File: config.mk
export PLATFORM = sky130hd
export DESIGN_NAME = jump_cond_writer
export DESIGN_NICKNAME = d
export VERILOG_FILES = /design/src/rtl/jcw_pkg.sv /design/src/rtl/jcw_sync.sv /design/src/rtl/jcw_edge.sv /design/src/rtl/jcw_shift_rx.sv /design/src/rtl/jcw_ctrl.sv /design/src/rtl/jcw_match.sv /design/src/rtl/jump_cond_writer.sv
export SDC_FILE = /design/constraint.sdc
export NUM_CORES = 1
export LEC_CHECK = 0
export BUFFER_PORTS_ARGS = -buffer_cell sky130_fd_sc_hd__buf_2
export CAP_MARGIN = 20
export CELL_PAD_IN_SITES_DETAIL_PLACEMENT = 1
export CELL_PAD_IN_SITES_GLOBAL_PLACEMENT = 1
export CORE_UTILIZATION = 45
export DETAILED_ROUTE_END_ITERATION = 16
export PLACE_DENSITY = 0.76
export SLEW_MARGIN = 20
export SYNTH_ARGS = -nofsm -noshare
export SYNTH_HDL_FRONTEND = slang
export SYNTH_SLANG_ARGS = --single-unit
File: constraint.sdc
create_clock -name clk -period 3.79 [get_ports clk]
set_clock_uncertainty 0.05 [all_clocks]
set_input_delay 0.379 -clock clk [delete_from_list [all_inputs] [get_ports clk]]
set_output_delay 0.379 -clock clk [all_outputs]
set_load 0.01 [all_outputs]
File: src/rtl/jcw_pkg.sv
package jcw_pkg;

    localparam int unsigned JCW_BYTE_W    = 8;
    localparam int unsigned JCW_SYNC_DEPTH = 2;
    localparam logic [JCW_BYTE_W-1:0] JCW_CMD_CODE = 8'hC4;

    typedef enum logic [1:0] {
        ST_IDLE = 2'd0,
        ST_HOLD = 2'd1,
        ST_LOAD = 2'd2
    } jcw_state_e;

endpackage

File: src/rtl/jcw_sync.sv
module jcw_sync #(
    parameter int unsigned N       = 4,
    parameter int unsigned STAGES  = 2,
    parameter logic [N-1:0] RST_VAL = '0
) (
    input  logic         clk,
    input  logic         rst_n,
    input  logic [N-1:0] din,
    output logic [N-1:0] level
);

    for (genvar b = 0; b < N; b++) begin : g_bit
        logic [STAGES-1:0] chain;

        always_ff @(posedge clk or negedge rst_n) begin
            if (!rst_n) begin
                chain <= {STAGES{RST_VAL[b]}};
            end else begin
                chain <= {chain[STAGES-2:0], din[b]};
            end
        end

        assign level[b] = chain[STAGES-1];
    end

endmodule

File: src/rtl/jcw_edge.sv
module jcw_edge #(
    parameter logic RST_VAL = 1'b0
) (
    input  logic clk,
    input  logic rst_n,
    input  logic level,
    input  logic sel_fall,
    output logic pulse
);

    logic prev_q;

    always_ff @(posedge clk or negedge rst_n) begin
        if (!rst_n) begin
            prev_q <= RST_VAL;
        end else begin
            prev_q <= level;
        end
    end

    always_comb begin
        if (sel_fall) begin
            pulse = prev_q & ~level;
        end else begin
            pulse = level & ~prev_q;
        end
    end

endmodule

File: src/rtl/jcw_shift_rx.sv
module jcw_shift_rx #(
    parameter int unsigned W = 8,
    parameter logic [W-1:0] CMD = 8'hC4
) (
    input  logic         clk,
    input  logic         rst_n,
    input  logic         enable,
    input  logic         rq_low,
    input  logic         bit_strobe,
    input  logic         bit_val,
    output logic         frame_done,
    output logic [W-1:0] frame_data
);

    localparam int unsigned FRAME_BITS = 2 * W;
    localparam int unsigned CW = $clog2(FRAME_BITS + 1);
    localparam logic [CW-1:0] LAST_CMD_BIT = CW'(W - 1);
    localparam logic [CW-1:0] LAST_BIT     = CW'(FRAME_BITS - 1);

    logic          armed_q;
    logic          discard_q;
    logic [CW-1:0] cnt_q;
    logic [W-1:0]  shreg_q;
    logic          done_q;
    logic [W-1:0]  next_shreg;

    assign next_shreg = {shreg_q[W-2:0], bit_val};

    always_ff @(posedge clk or negedge rst_n) begin
        if (!rst_n) begin
            armed_q   <= 1'b0;
            discard_q <= 1'b0;
            cnt_q     <= '0;
            shreg_q   <= '0;
            done_q    <= 1'b0;
        end else begin
            done_q <= 1'b0;
            if (!enable) begin
                armed_q   <= 1'b0;
                discard_q <= 1'b0;
                cnt_q     <= '0;
            end else if (!rq_low) begin
                armed_q   <= 1'b1;
                discard_q <= 1'b0;
                cnt_q     <= '0;
            end else if (armed_q && !discard_q && bit_strobe) begin
                shreg_q <= next_shreg;
                cnt_q   <= cnt_q + 1'b1;
                if (cnt_q == LAST_CMD_BIT && next_shreg != CMD) begin
                    discard_q <= 1'b1;
                end
                if (cnt_q == LAST_BIT) begin
                    done_q  <= 1'b1;
                    armed_q <= 1'b0;
                end
            end
        end
    end

    assign frame_done = done_q;
    assign frame_data = shreg_q;

endmodule

File: src/rtl/jcw_ctrl.sv
module jcw_ctrl
    import jcw_pkg::*;
(
    input  logic clk,
    input  logic rst_n,
    input  logic frame_done,
    input  logic commit_edge,
    output logic rdy,
    output logic cap_en,
    output logic load_en
);

    jcw_state_e state_q;
    jcw_state_e state_d;

    always_ff @(posedge clk or negedge rst_n) begin
        if (!rst_n) begin
            state_q <= ST_IDLE;
        end else begin
            state_q <= state_d;
        end
    end

    always_comb begin
        state_d = state_q;
        unique case (state_q)
            ST_IDLE: if (frame_done)  state_d = ST_HOLD;
            ST_HOLD: if (commit_edge) state_d = ST_LOAD;
            ST_LOAD: state_d = ST_IDLE;
            default: state_d = ST_IDLE;
        endcase
    end

    always_comb begin
        rdy     = 1'b0;
        cap_en  = 1'b0;
        load_en = 1'b0;
        unique case (state_q)
            ST_IDLE: begin
                rdy    = 1'b1;
                cap_en = frame_done;
            end
            ST_HOLD: begin
                rdy = 1'b0;
            end
            ST_LOAD: begin
                load_en = 1'b1;
            end
            default: begin
                rdy = 1'b0;
            end
        endcase
    end

endmodule

File: src/rtl/jcw_match.sv
module jcw_match #(
    parameter int unsigned W = 8
) (
    input  logic [W-1:0] cond,
    input  logic [W-1:0] field,
    output logic         taken
);

    assign taken = |(cond & field);

endmodule

File: src/rtl/jump_cond_writer.sv
module jump_cond_writer
    import jcw_pkg::*;
(
    input  logic                  clk,
    input  logic                  rst_n,
    input  logic                  sclk,
    input  logic                  si,
    input  logic                  rq_n,
    input  logic                  lrclk,
    input  logic                  i2s_mode,
    input  logic [JCW_BYTE_W-1:0] ifcon,
    output logic                  rdy,
    output logic                  jump_taken,
    output logic [JCW_BYTE_W-1:0] cond_value
);

    localparam int unsigned NSYNC = 4;
    localparam int unsigned IX_SCLK = 0;
    localparam int unsigned IX_SI   = 1;
    localparam int unsigned IX_RQ   = 2;
    localparam int unsigned IX_LR   = 3;
    localparam logic [NSYNC-1:0] SYNC_RST = 4'b0100;

    logic [NSYNC-1:0]      raw_in;
    logic [NSYNC-1:0]      sync_lvl;
    logic                  sclk_rise;
    logic                  commit_edge;
    logic                  frame_done;
    logic [JCW_BYTE_W-1:0] frame_data;
    logic                  cap_en;
    logic                  load_en;
    logic [JCW_BYTE_W-1:0] pending_q;
    logic [JCW_BYTE_W-1:0] cond_q;

    assign raw_in = {lrclk, rq_n, si, sclk};

    jcw_sync #(
        .N       (NSYNC),
        .STAGES  (JCW_SYNC_DEPTH),
        .RST_VAL (SYNC_RST)
    ) i_sync (
        .clk   (clk),
        .rst_n (rst_n),
        .din   (raw_in),
        .level (sync_lvl)
    );

    jcw_edge #(.RST_VAL(1'b0)) i_sclk_edge (
        .clk      (clk),
        .rst_n    (rst_n),
        .level    (sync_lvl[IX_SCLK]),
        .sel_fall (1'b0),
        .pulse    (sclk_rise)
    );

    jcw_edge #(.RST_VAL(1'b0)) i_lr_edge (
        .clk      (clk),
        .rst_n    (rst_n),
        .level    (sync_lvl[IX_LR]),
        .sel_fall (i2s_mode),
        .pulse    (commit_edge)
    );

    jcw_shift_rx #(
        .W   (JCW_BYTE_W),
        .CMD (JCW_CMD_CODE)
    ) i_rx (
        .clk        (clk),
        .rst_n      (rst_n),
        .enable     (rdy),
        .rq_low     (~sync_lvl[IX_RQ]),
        .bit_strobe (sclk_rise),
        .bit_val    (sync_lvl[IX_SI]),
        .frame_done (frame_done),
        .frame_data (frame_data)
    );

    jcw_ctrl i_ctrl (
        .clk         (clk),
        .rst_n       (rst_n),
        .frame_done  (frame_done),
        .commit_edge (commit_edge),
        .rdy         (rdy),
        .cap_en      (cap_en),
        .load_en     (load_en)
    );

    always_ff @(posedge clk or negedge rst_n) begin
        if (!rst_n) begin
            pending_q <= '0;
            cond_q    <= '0;
        end else begin
            if (cap_en) begin
                pending_q <= frame_data;
            end
            if (load_en) begin
                cond_q <= pending_q;
            end
        end
    end

    jcw_match #(.W(JCW_BYTE_W)) i_match (
        .cond  (cond_q),
        .field (ifcon),
        .taken (jump_taken)
    );

    assign cond_value = cond_q;

endmodule

# Yosys cells after proc, flatten, opt, wreduce, memory -nomap -nowiden
# Index checks and enable logic that the tools add are counted.
[totals]
reg_bits = 44
in_bits = 15
out_inout_bits = 10
elab_cells = 65
[op_classes]
n_addsub = 1
n_eq_ne = 10
n_mux = 22
bitwise = 8
n_reduce_logical = 10
[ops]
columns = ["operator", "n"]
rows = [
  ["two-way mux 1 bit", 16],
  ["two-way mux 5 bit", 3],
  ["inequality test 3 bit (second input constant)", 3],
  ["AND 8 bit", 1],
  ["inequality test 8 bit (second input constant)", 1],
  ["OR reduction 8 bit", 1],
  ["AND reduction 2 bit", 3],
  ["adder 5 x 1 -> 5 bit (second input constant)", 1],
  ["equality test 5 x 3 -> 1 bit (second input constant)", 1],
  ["equality test 5 x 4 -> 1 bit (second input constant)", 1],
  ["two-way mux 2 bit", 2],
  ["inequality test 2 bit (second input constant)", 2],
  ["NOT 1 bit", 4],
  ["one-hot mux 2 bit (2 select lines)", 1],
  ["AND 1 bit", 3],
  ["logical AND 1 bit", 3],
  ["AND reduction 3 bit", 1],
  ["equality test 2 x 1 -> 1 bit (second input constant)", 1],
  ["equality test 2 bit (second input constant)", 1],
  ["zero test 2 bit", 1],
  ["zero test 1 bit", 1],
]

# Depth between registers and ports, before layout
# Gate-level depths: netlist of the first run.
[logic_depth]
depth_word = 6
depth_mapped = 5
mapped_depth_nobuf = 5

# Cells and area by module
# From an unflattened synthesis of the first run, not the netlist that was laid out.
[unflattened]
cells_unflattened = 124
area_unflattened_um2 = 1838.0
[modules_own_cells]
columns = ["module", "instances", "cells_each", "area_per_inst_um2", "seq_area_each_um2"]
rows = [
  ["jcw_shift_rx", 1, 55, 713.2, 400.4],
  ["jump_cond_writer", 1, 36, 670.6, 400.4],
  ["jcw_sync", 1, 12, 232.7, 202.7],
  ["jcw_edge", 2, 4, 47.5, 25.0],
  ["jcw_ctrl", 1, 8, 90.1, 50.0],
  ["jcw_match", 1, 5, 36.3, 0.0],
]

# Least setup slack after synthesis of the first run
# Ideal clock, no wire load.
[synth_path]
path_kind = "reg-to-reg"
start = "register i_ctrl.state_q[0]"
end = "register i_rx.shreg_q[0], in the netlist i_rx.frame_data[0]"
setup_ns = 0.125
t_arrival_ns = 1.407
required_time_ns = 3.615
setup_slack_ns = 2.207
path_stages_with_launch = 6
n_path_buf = 2
period_less_slack_ns = 1.583
cell_sequence = "dfrtp_1 or3_1 buf_6 nand2b_4 buf_6 mux2_4"
[synth_via]
elab_chain_len = 3
[synth_lines]
columns = ["item", "line_no", "source"]
rows = [
  ["from (decl)", "jcw_ctrl.sv:13", "jcw_state_e state_q;"],
  ["from (signal assigned)", "jcw_ctrl.sv:20", "state_q <= state_d;"],
  ["zero test 2 bit", "jcw_ctrl.sv:38", "unique case (state_q)"],
  ["two-way mux 1 bit", "jcw_ctrl.sv:38", ""],
  ["AND reduction 3 bit (no source line)", "-", ""],
  ["to (signal assigned)", "jcw_shift_rx.sv:47", "shreg_q <= next_shreg;"],
  ["to (decl)", "jcw_shift_rx.sv:23", "logic [W-1:0] shreg_q;"],
]
# Every way passes these cells.
# A chain may end at the register's enable or synchronous reset.

# Final worst setup path of the first run
[layout_path]
start = "register i_ctrl.state_q[0]"
end = "register i_rx.shreg_q[4], in the netlist i_rx.frame_data[4]"
# Same word-level chain as after synthesis.

==> summary.json, run 1 <==
{
  "global_routing": {
    "gr-total-overflow": 0,
    "grt_first_pass_wirelength_mm": 5.40,
    "grt_max_degree": 45,
    "grt_antenna_before_repair": 0,
    "first_global_vias": 1117,
    "grt_usage_pct": 17.7
  },
  "sta": {
    "setup_viol_count_final": 0,
    "finalCriticalPeriod_ns": 1.64,
    "relSlewSlack_pct": 35.6,
    "max_clock_freq_mhz": 609,
    "hold_violations": 0,
    "slew_worst_pin_ns": 0.966,
    "grt_setup_unrepaired": "false",
    "final-max-slew-violation-count": 0,
    "finalSetupTns_ns": 0,
    "timing.final.crit_share_pct": 43.3
  },
  "power": {
    "power_mw": 0.935,
    "power_switching_share_pct": 23.4,
    "leak_nw": 0.996,
    "cellPowerDensity_mw_per_mm2": 466,
    "seq_power_share_pct": 59.1,
    "power.internal_mw": 0.716,
    "max-vdd-ir-drop_uv": 249,
    "clock_power_share_pct": 31.5,
    "share_comb_of_total_power_pct": 9.4,
    "netSwitchingPower_mw": 0.219
  },
  "clock_tree": {
    "postCtsHoldBufs": 0,
    "root_buffer": "sky130_fd_sc_hd__clkbuf_8",
    "clk_path_buf_depth": 2,
    "tritoncts": "yes",
    "clock_insertion_delay_worst_skew_ns": 0.30,
    "cts-htree-levels": 2,
    "cts-buffers-inserted": 5,
    "ctsResizeCount": 0,
    "clock_sink_count": 44,
    "cts_setup_buffers": 0,
    "clk_pin_slew_ns": 0.07
  },
  "floorplanning": {
    "floorplan.die_area_mm2": 0.00417,
    "floorplan.initialDensity_pct": 47.4,
    "fp.dieH_um": 64.6,
    "fp.coreArea_mm2": 0.00372,
    "die_x_um": 64.6,
    "placement_rows": 22,
    "floorplan.io_pins": 25
  },
  "yosys": {
    "yosys_register_bits": 44,
    "synth.yosys.seq_area_share_pct": 62.6,
    "netlist_area_mm2": 0.00176,
    "netlist_top_cells_area": "sky130_fd_sc_hd__dfrtp_1 60%, sky130_fd_sc_hd__mux2_2 10%, sky130_fd_sc_hd__mux2_4 6.8%",
    "mappedNetlistNets": 139,
    "synth.top_cell.area_share_pct": 59.6,
    "synthesis.instances": 122,
    "synth_cell_types": 33,
    "yosys_warnings": 0,
    "synthesis.area_per_instance_um2": 14.5,
    "post-synth-top-area-cell": "sky130_fd_sc_hd__dfrtp_1"
  },
  "finish": {
    "n_antenna_cell": 0,
    "final_net_count": 166,
    "multi_input_comb_area_um2": 604,
    "final_non_filler_cell_total": 198,
    "drive_gt1_share_pct": 41.3,
    "syn2layout_area_growth_pct": 13.8,
    "layout.core_utilization_pct": 54.0,
    "fill_cells": 389,
    "seq_area_mm2": 0.00110
  },
  "detailed_routing": {
    "routed_wl_mm": 3.12,
    "antenna_left": 0,
    "drt_first_iter_violations": 53,
    "drt_pass1_iterations": 2,
    "drc": 0,
    "avgViaCountPerCell": 5.17,
    "routed_wire_length_per_instance_um": 15.7,
    "via_count": 1024
  },
  "worst_setup_path": {
    "setup.worst_path.start": "i_ctrl.state_q[0]$_DFFE_PN0P_",
    "setup.reg_to_reg.worst_slack_ns": 2.15,
    "worstPathMaxFanout": 9,
    "timing.rr.end": "i_rx.frame_data[4]$_DFFE_PN0P_",
    "timing.reg2reg.worst_path_depth": 3,
    "worst_setup_path_start_kind": "flop",
    "worstSetupEndpoint": "i_rx.frame_data[4]$_DFFE_PN0P_",
    "timing.rr.start": "i_ctrl.state_q[0]$_DFFE_PN0P_",
    "arrival_ns": 1.77,
    "end_kind": "flop",
    "critical_path_class": "flop to flop",
    "critPathRequiredTime_ns": 3.92
  },
  "placement": {
    "hpwl_mm": 2.23,
    "port_buffers": 24,
    "dpl.cell_count": 190,
    "gp_routability_congestion": 0.727
  },
  "hold_path": {
    "worst_hold_path_type": "input port to flop",
    "min-delay-start": "rq_n"
  },
  "status": {
    "run_status": "complete, no violations"
  },
  "run": {
    "timing.max_cap.violations": 0
  }
}
-- kinds of logic after synthesis --
family / Yosys count / share of synthesized area, %
AND/OR/NAND/NOR: 24 / 9.16
multiplexers: 24 / 17.0
buffers and inverters: 10 / 3.12
AO/OA/AOI/OAI: 17 / 6.18
flip-flops: 44 / 62.6
XOR/XNOR: 1 / 0.497
adder cells (fa/ha/maj): 2 / 1.42
-- registers in the layout, indices dropped and copies added (netlist names) --
signal / count
i_lr_edge.prev_q: 1
i_rx.frame_done: 1
i_rx.armed_q: 1
i_rx.cnt_q: 5
pending_q: 8
i_sclk_edge.prev_q: 1
i_rx.discard_q: 1
cond_value: 8
i_ctrl.state_q: 2
i_sync.g_bit.chain: 8
i_rx.frame_data: 8
-- how the worst min path moves through the flow --
stage,end,slack (ns),cells after the start
global placement,i_sync.g_bit[0].chain[1]$_DFF_PN0_,0.29,0
detailed placement,i_sync.g_bit[3].chain[1]$_DFF_PN0_,0.29,0
CTS,i_sync.g_bit[2].chain[0]$_DFF_PN1_,0.13,1
floorplan,cond_value[0]$_DFFE_PN0N_,0.03,0
finish,i_sync.g_bit[2].chain[0]$_DFF_PN1_,0.14,1
global route,i_sync.g_bit[3].chain[0]$_DFF_PN0_,0.12,1
-- power groups by stage --
stage	clock (mW)	combinational (mW)	sequential (mW)
final	0.295	0.0880	0.552
after global routing	0.322	0.0974	0.558
after global placement	0	0.0843	0.557
after floorplan	0	0.0687	0.544
after detailed placement	0	0.0896	0.560
after CTS	0.304	0.0895	0.552
-- layer usage --
metal	routed length, um	global-route usage (%)
met5	0	0
met4	31	6.67
met3	110	5.28
met2	1610	28.4
met1	1370	22.5
-- cells in the final DEF (no fill, tap or decap), types with 2 or more instances in the layout --
| cell type | count |
|---|---|
| sky130_fd_sc_hd__a21oi_1 | 6 |
| sky130_fd_sc_hd__a22oi_1 | 4 |
| sky130_fd_sc_hd__buf_2 | 24 |
| sky130_fd_sc_hd__clkbuf_8 | 6 |
| sky130_fd_sc_hd__clkinv_2 | 2 |
| sky130_fd_sc_hd__dfrtp_1 | 42 |
| sky130_fd_sc_hd__dfstp_2 | 2 |
| sky130_fd_sc_hd__ha_1 | 2 |
| sky130_fd_sc_hd__inv_1 | 5 |
| sky130_fd_sc_hd__mux2_2 | 16 |
| sky130_fd_sc_hd__mux2_4 | 8 |
| sky130_fd_sc_hd__nand2_1 | 3 |
| sky130_fd_sc_hd__nor2_1 | 5 |
| sky130_fd_sc_hd__nor4bb_1 | 2 |
| sky130_fd_sc_hd__o21ai_0 | 2 |
| sky130_fd_sc_hd__or3_1 | 3 |
-- per-stage QoR --
stage	instance area (um^2)	setup WS (ns)	hold slack (ns)
2_1_floorplan	1760	2.21	0.0334
3_3_place_gp	1910	2.21	0.288
3_5_place_dp	1910	2.15	0.288
4_1_cts	2010	2.14	0.128
5_1_grt	2010	2.08	0.123
6_report	2010	2.15	0.137
-- critical path, cell delays in order (launching register included) --
cell	delay, ns
sky130_fd_sc_hd__dfrtp_1	0.41
sky130_fd_sc_hd__or3_1	0.48
sky130_fd_sc_hd__nand2b_4	0.27
sky130_fd_sc_hd__mux2_4	0.32
-- layout make-up --
class                   count  share of cell area, %
flip-flops and latches     44                   55.0
multi-input cells          68                   30.1
repair buffers             25                   6.36
clock buffers               6                   4.11
well taps                  48                   2.99
inverters                   5                  0.935
clock inverters             2                  0.499
-- cells in the mapped netlist (all sizes together) --
cell,count
a211o,1
a211oi,1
a21boi,1
a21oi,6
a22oi,4
and2,1
and2b,1
and3,1
and3b,1
buf,4
clkbuf,1
dfrtp,42
dfstp,2
ha,2
inv,5
mux2,24
nand2,3
nand2b,1
nand3,1
nand4,1
nand4bb,1
nor2,5
nor3,1
nor4bb,2
o211ai,1
o21a,1
o21ai,2
or3,3
or4b,1
or4bb,1
xnor2,1
Note: power is estimated with default switching activity, not from simulation.
==> run 2, diff against run 1 <==
CORE_UTILIZATION = 41   (was 45)
PLACE_DENSITY = 0.73   (was 0.76)
clock period = 1.4 ns   (was 3.79 ns; I/O delays follow)
==> run 2 against run 1 <==
The flow now finishes with violations (negative setup slack). Die area up 9.5%. Combinational power rose to 4.9 times the previous value. Critical path depth stayed put. Via count is 14% higher. Final area up 21%. Global-route usage increased by 1.9 points. Register-to-register slack lost 2.3 ns. Fmax increased by 9.2%. Core utilization is 5.7 points higher. Count of clock-buffer cells in the layout stayed put. Flip-flop and latch count did not move. Critical endpoint is now i_rx.frame_data[0]$_DFFE_PN0P_. Largest cell class unchanged. Highest routed layer unchanged.
==> summary.json, run 2 (synthesis gave the netlist of run 1 again) <==
{
  "detailed_routing": {
    "antenna_left": {"value": 0, "change": "unchanged"},
    "drt_first_iter_violations": {"value": 54, "change": "+1.9%"},
    "drt_pass1_iterations": {"value": 4, "change": "+2"},
    "routed_wl": {"value": 3.84, "unit": "mm", "change": "+23%"},
    "drc": {"value": 0, "change": "unchanged"},
    "avgViaCountPerCell": {"value": 5.11, "change": "-1.1%"},
    "via_count": {"value": 1166, "change": "+14%"},
    "routed_wire_length_per_instance": {"value": 16.9, "unit": "um", "change": "+7.0%"}
  },
  "power": {
    "power_switching_share": {"value": 22.7, "unit": "%", "change": "-0.76 points"},
    "clock_power_share": {"value": 35.0, "unit": "%", "change": "+3.5 points"},
    "cellPowerDensity": {"value": 1200, "unit": "mW/mm^2", "change": "+160%"},
    "seq_power_share": {"value": 50.2, "unit": "%", "change": "-8.9 points"},
    "max-vdd-ir-drop": {"value": 578, "unit": "uV", "change": "+130%"},
    "share_comb_of_total_power": {"value": 14.8, "unit": "%", "change": "+5.4 points"},
    "netSwitchingPower": {"value": 0.659, "unit": "mW", "change": "+200%"},
    "power.internal": {"value": 2.25, "unit": "mW", "change": "+210%"},
    "leak": {"value": 1.18, "unit": "nW", "change": "+19%"}
  },
  "worst_setup_path": {
    "timing.rr.start": "i_ctrl.state_q[0]$_DFFE_PN0P_",
    "timing.reg2reg.worst_path_depth": {"value": 3, "change": "unchanged"},
    "worst_setup_path_start_kind": "flop",
    "arrival": {"value": 1.63, "unit": "ns", "change": "-0.14 ns"},
    "setup.reg_to_reg.worst_slack": {"value": -0.10, "unit": "ns", "change": "-2.25 ns"},
    "timing.rr.end": "i_rx.frame_data[0]$_DFFE_PN0P_",
    "critical_path_class": "flop to flop",
    "critPathRequiredTime": {"value": 1.53, "unit": "ns", "change": "-2.39 ns"},
    "worstPathMaxFanout": {"value": 5, "change": "-4"},
    "end_kind": "flop"
  },
  "clock_tree": {
    "clk_path_buf_depth": {"value": 2, "change": "unchanged"},
    "root_buffer": "sky130_fd_sc_hd__clkbuf_8",
    "cts-buffers-inserted": {"value": 5, "change": "unchanged"},
    "clock_insertion_delay_worst_skew": {"value": 0.30, "unit": "ns", "change": "about the same"},
    "clock_sink_count": {"value": 44, "change": "unchanged"},
    "cts-htree-levels": {"value": 2, "change": "unchanged"},
    "clk_pin_slew": {"value": 0.08, "unit": "ns", "change": "about the same"},
    "tritoncts": "yes"
  },
  "global_routing": {
    "grt_first_pass_wirelength": {"value": 6.37, "unit": "mm", "change": "+18%"},
    "grt_usage": {"value": 19.6, "unit": "%", "change": "+1.9 points"},
    "grt_max_degree": {"value": 28, "change": "-38%"},
    "first_global_vias": {"value": 1271, "change": "+14%"},
    "gr-total-overflow": {"value": 0, "change": "unchanged"},
    "grt_antenna_before_repair": {"value": 0, "change": "unchanged"}
  },
  "finish": {
    "mostFrequentLayoutCells": "42 x sky130_fd_sc_hd__dfrtp_1, 24 x sky130_fd_sc_hd__buf_2, 18 x sky130_fd_sc_hd__buf_4",
    "drive_gt1_share": {"value": 56.7, "unit": "%", "change": "+15 points"},
    "syn2layout_area_growth_pct": 37.4,
    "n_antenna_cell": {"value": 0, "change": "unchanged"},
    "layout.core_utilization": {"value": 59.7, "unit": "%", "change": "+5.7 points"},
    "layout.cells.most_common": "sky130_fd_sc_hd__dfrtp_1",
    "final_cell_area": {"value": 0.00242, "unit": "mm^2", "change": "+21%"},
    "final_net_count": {"value": 194, "change": "+17%"}
  },
  "sta": {
    "worst_slack": {"value": -0.103, "unit": "ns", "change": "-2.25 ns"},
    "hold_violations": {"value": 0, "change": "unchanged"},
    "max_clock_freq": {"value": 666, "unit": "MHz", "change": "+9.2%"},
    "slew_worst_pin": {"value": 0.429, "unit": "ns", "change": "-0.537 ns"},
    "grt_setup_unrepaired": "true",
    "finalSetupTns": {"value": -1.38, "unit": "ns", "change": "-1.38 ns"},
    "finalCriticalPeriod": {"value": 1.50, "unit": "ns", "change": "-0.139 ns"},
    "relSlewSlack": {"value": 71.4, "unit": "%", "change": "+36 points"},
    "setup_viol_count_final": {"value": 23, "change": "+23"},
    "final-max-slew-violation-count": {"value": 0, "change": "unchanged"},
    "timing.final.crit_share": {"value": 107, "unit": "%", "change": "+64 points"}
  },
  "run": {
    "timing.max_cap.violations": {"value": 0, "change": "unchanged"}
  },
  "floorplanning": {
    "fp.coreArea": {"value": 0.00406, "unit": "mm^2", "change": "+9.2%"},
    "placement_rows": {"value": 23, "change": "+4.5%"},
    "floorplan.die_area": {"value": 0.00457, "unit": "mm^2", "change": "+9.5%"},
    "floorplan.io_pins": {"value": 25, "change": "unchanged"},
    "floorplan.initialDensity": {"value": 43.4, "unit": "%", "change": "-4.0 points"},
    "die_x": {"value": 67.6, "unit": "um", "change": "+4.6%"},
    "fp.dieH": {"value": 67.6, "unit": "um", "change": "+4.6%"}
  },
  "placement": {
    "port_buffers": {"value": 24, "change": "unchanged"},
    "gp_routability_congestion": {"value": 0.779, "change": "+7.1%"},
    "hpwl": {"value": 2.55, "unit": "mm", "change": "+15%"},
    "placement.cell_area": {"value": 0.00206, "unit": "mm^2", "change": "+7.5%"}
  },
  "hold_path": {
    "holdPathStages": {"value": 4, "change": "+3"},
    "worst_hold_path_type": "input port to flop",
    "min-delay-start": "i2s_mode",
    "hold_end": "i_ctrl.state_q[1]$_DFFE_PN0P_"
  },
  "status": {
    "run_status": "finished with violations",
    "violated_checks": "negative setup slack"
  }
}
-- run 2: through the flow --
stage / total power, mW / worst slack (ns) / cells / hold slack, ns
2_1_floorplan: 1.66 / -0.183 / 122 / -0.206
3_3_place_gp: 1.84 / -0.0394 / 207 / 0.0435
3_5_place_dp: 1.87 / -0.129 / 207 / 0.0509
4_1_cts: 2.91 / -0.117 / 223 / 0.166
5_1_grt: 3.04 / -0.144 / 228 / 0.179
6_report: 2.90 / -0.103 / 228 / 0.164
-- run 2: critical path, stage by stage (launching register included) --
cell and delay (ns):
sky130_fd_sc_hd__dfrtp_1 0.42, sky130_fd_sc_hd__or3_4 0.40, sky130_fd_sc_hd__nand2b_4 0.20, sky130_fd_sc_hd__mux2_4 0.31
-- run 2: repair_timing --
action | 4_1_cts | 5_1_grt
hold buffers | 5 | 0
endpoints found under the setup margin | 22 | 33
resized for setup | 13 | 19
pin swaps | 2 | 4
endpoints found under the hold margin | 19 | 0
setup buffers | 2 | 5
gates cloned | 1 | 0
-- run 2: metal layers --
layer	wire, um	track usage [%]	vias to the layer above	share of wire (%)
met4	64	7.98	0	1.7
met2	2050	32.3	19	53
met5	0	0	-	0
met1	1640	24.5	599	43
li1	-	-	542	-
met3	91	4.56	6	2.4
-- run 2: worst max-delay path by stage --
stage / from / to / slack [ns] / cells past startpoint
2_1_floorplan: i_ctrl.state_q[0]$_DFFE_PN0P_ / i_rx.frame_data[0]$_DFFE_PN0P_ / -0.18 / 5
3_3_place_gp: i_sync.g_bit[2].chain[1]$_DFF_PN1_ / i_rx.frame_data[7]$_DFFE_PN0P_ / -0.04 / 3
5_1_grt: i_ctrl.state_q[0]$_DFFE_PN0P_ / i_rx.frame_data[0]$_DFFE_PN0P_ / -0.14 / 3
6_report: i_ctrl.state_q[0]$_DFFE_PN0P_ / i_rx.frame_data[0]$_DFFE_PN0P_ / -0.10 / 3
4_1_cts: i_sclk_edge.prev_q$_DFF_PN0_ / i_rx.frame_data[0]$_DFFE_PN0P_ / -0.12 / 4
3_5_place_dp: i_rx.discard_q$_DFFE_PN0P_ / i_rx.frame_data[0]$_DFFE_PN0P_ / -0.13 / 4
-- run 2: cell type report --
class,count,area [um^2]
fill,399,1640
sequential,44,1100
multi-input combinational,69,737
timing repair buffer,52,379
clock buffer,6,82.6
tap,50,62.6
clock inverter,2,38.8
inverter,5,18.8
-- run 2: power by group through the flow --
stage / clock (mW) / combinational, mW / sequential (mW)
finish: 1.02 / 0.429 / 1.46
detailed placement: 0 / 0.384 / 1.48
global placement: 0 / 0.363 / 1.47
floorplan: 0 / 0.189 / 1.47
CTS: 1.05 / 0.405 / 1.46
global route: 1.10 / 0.468 / 1.47
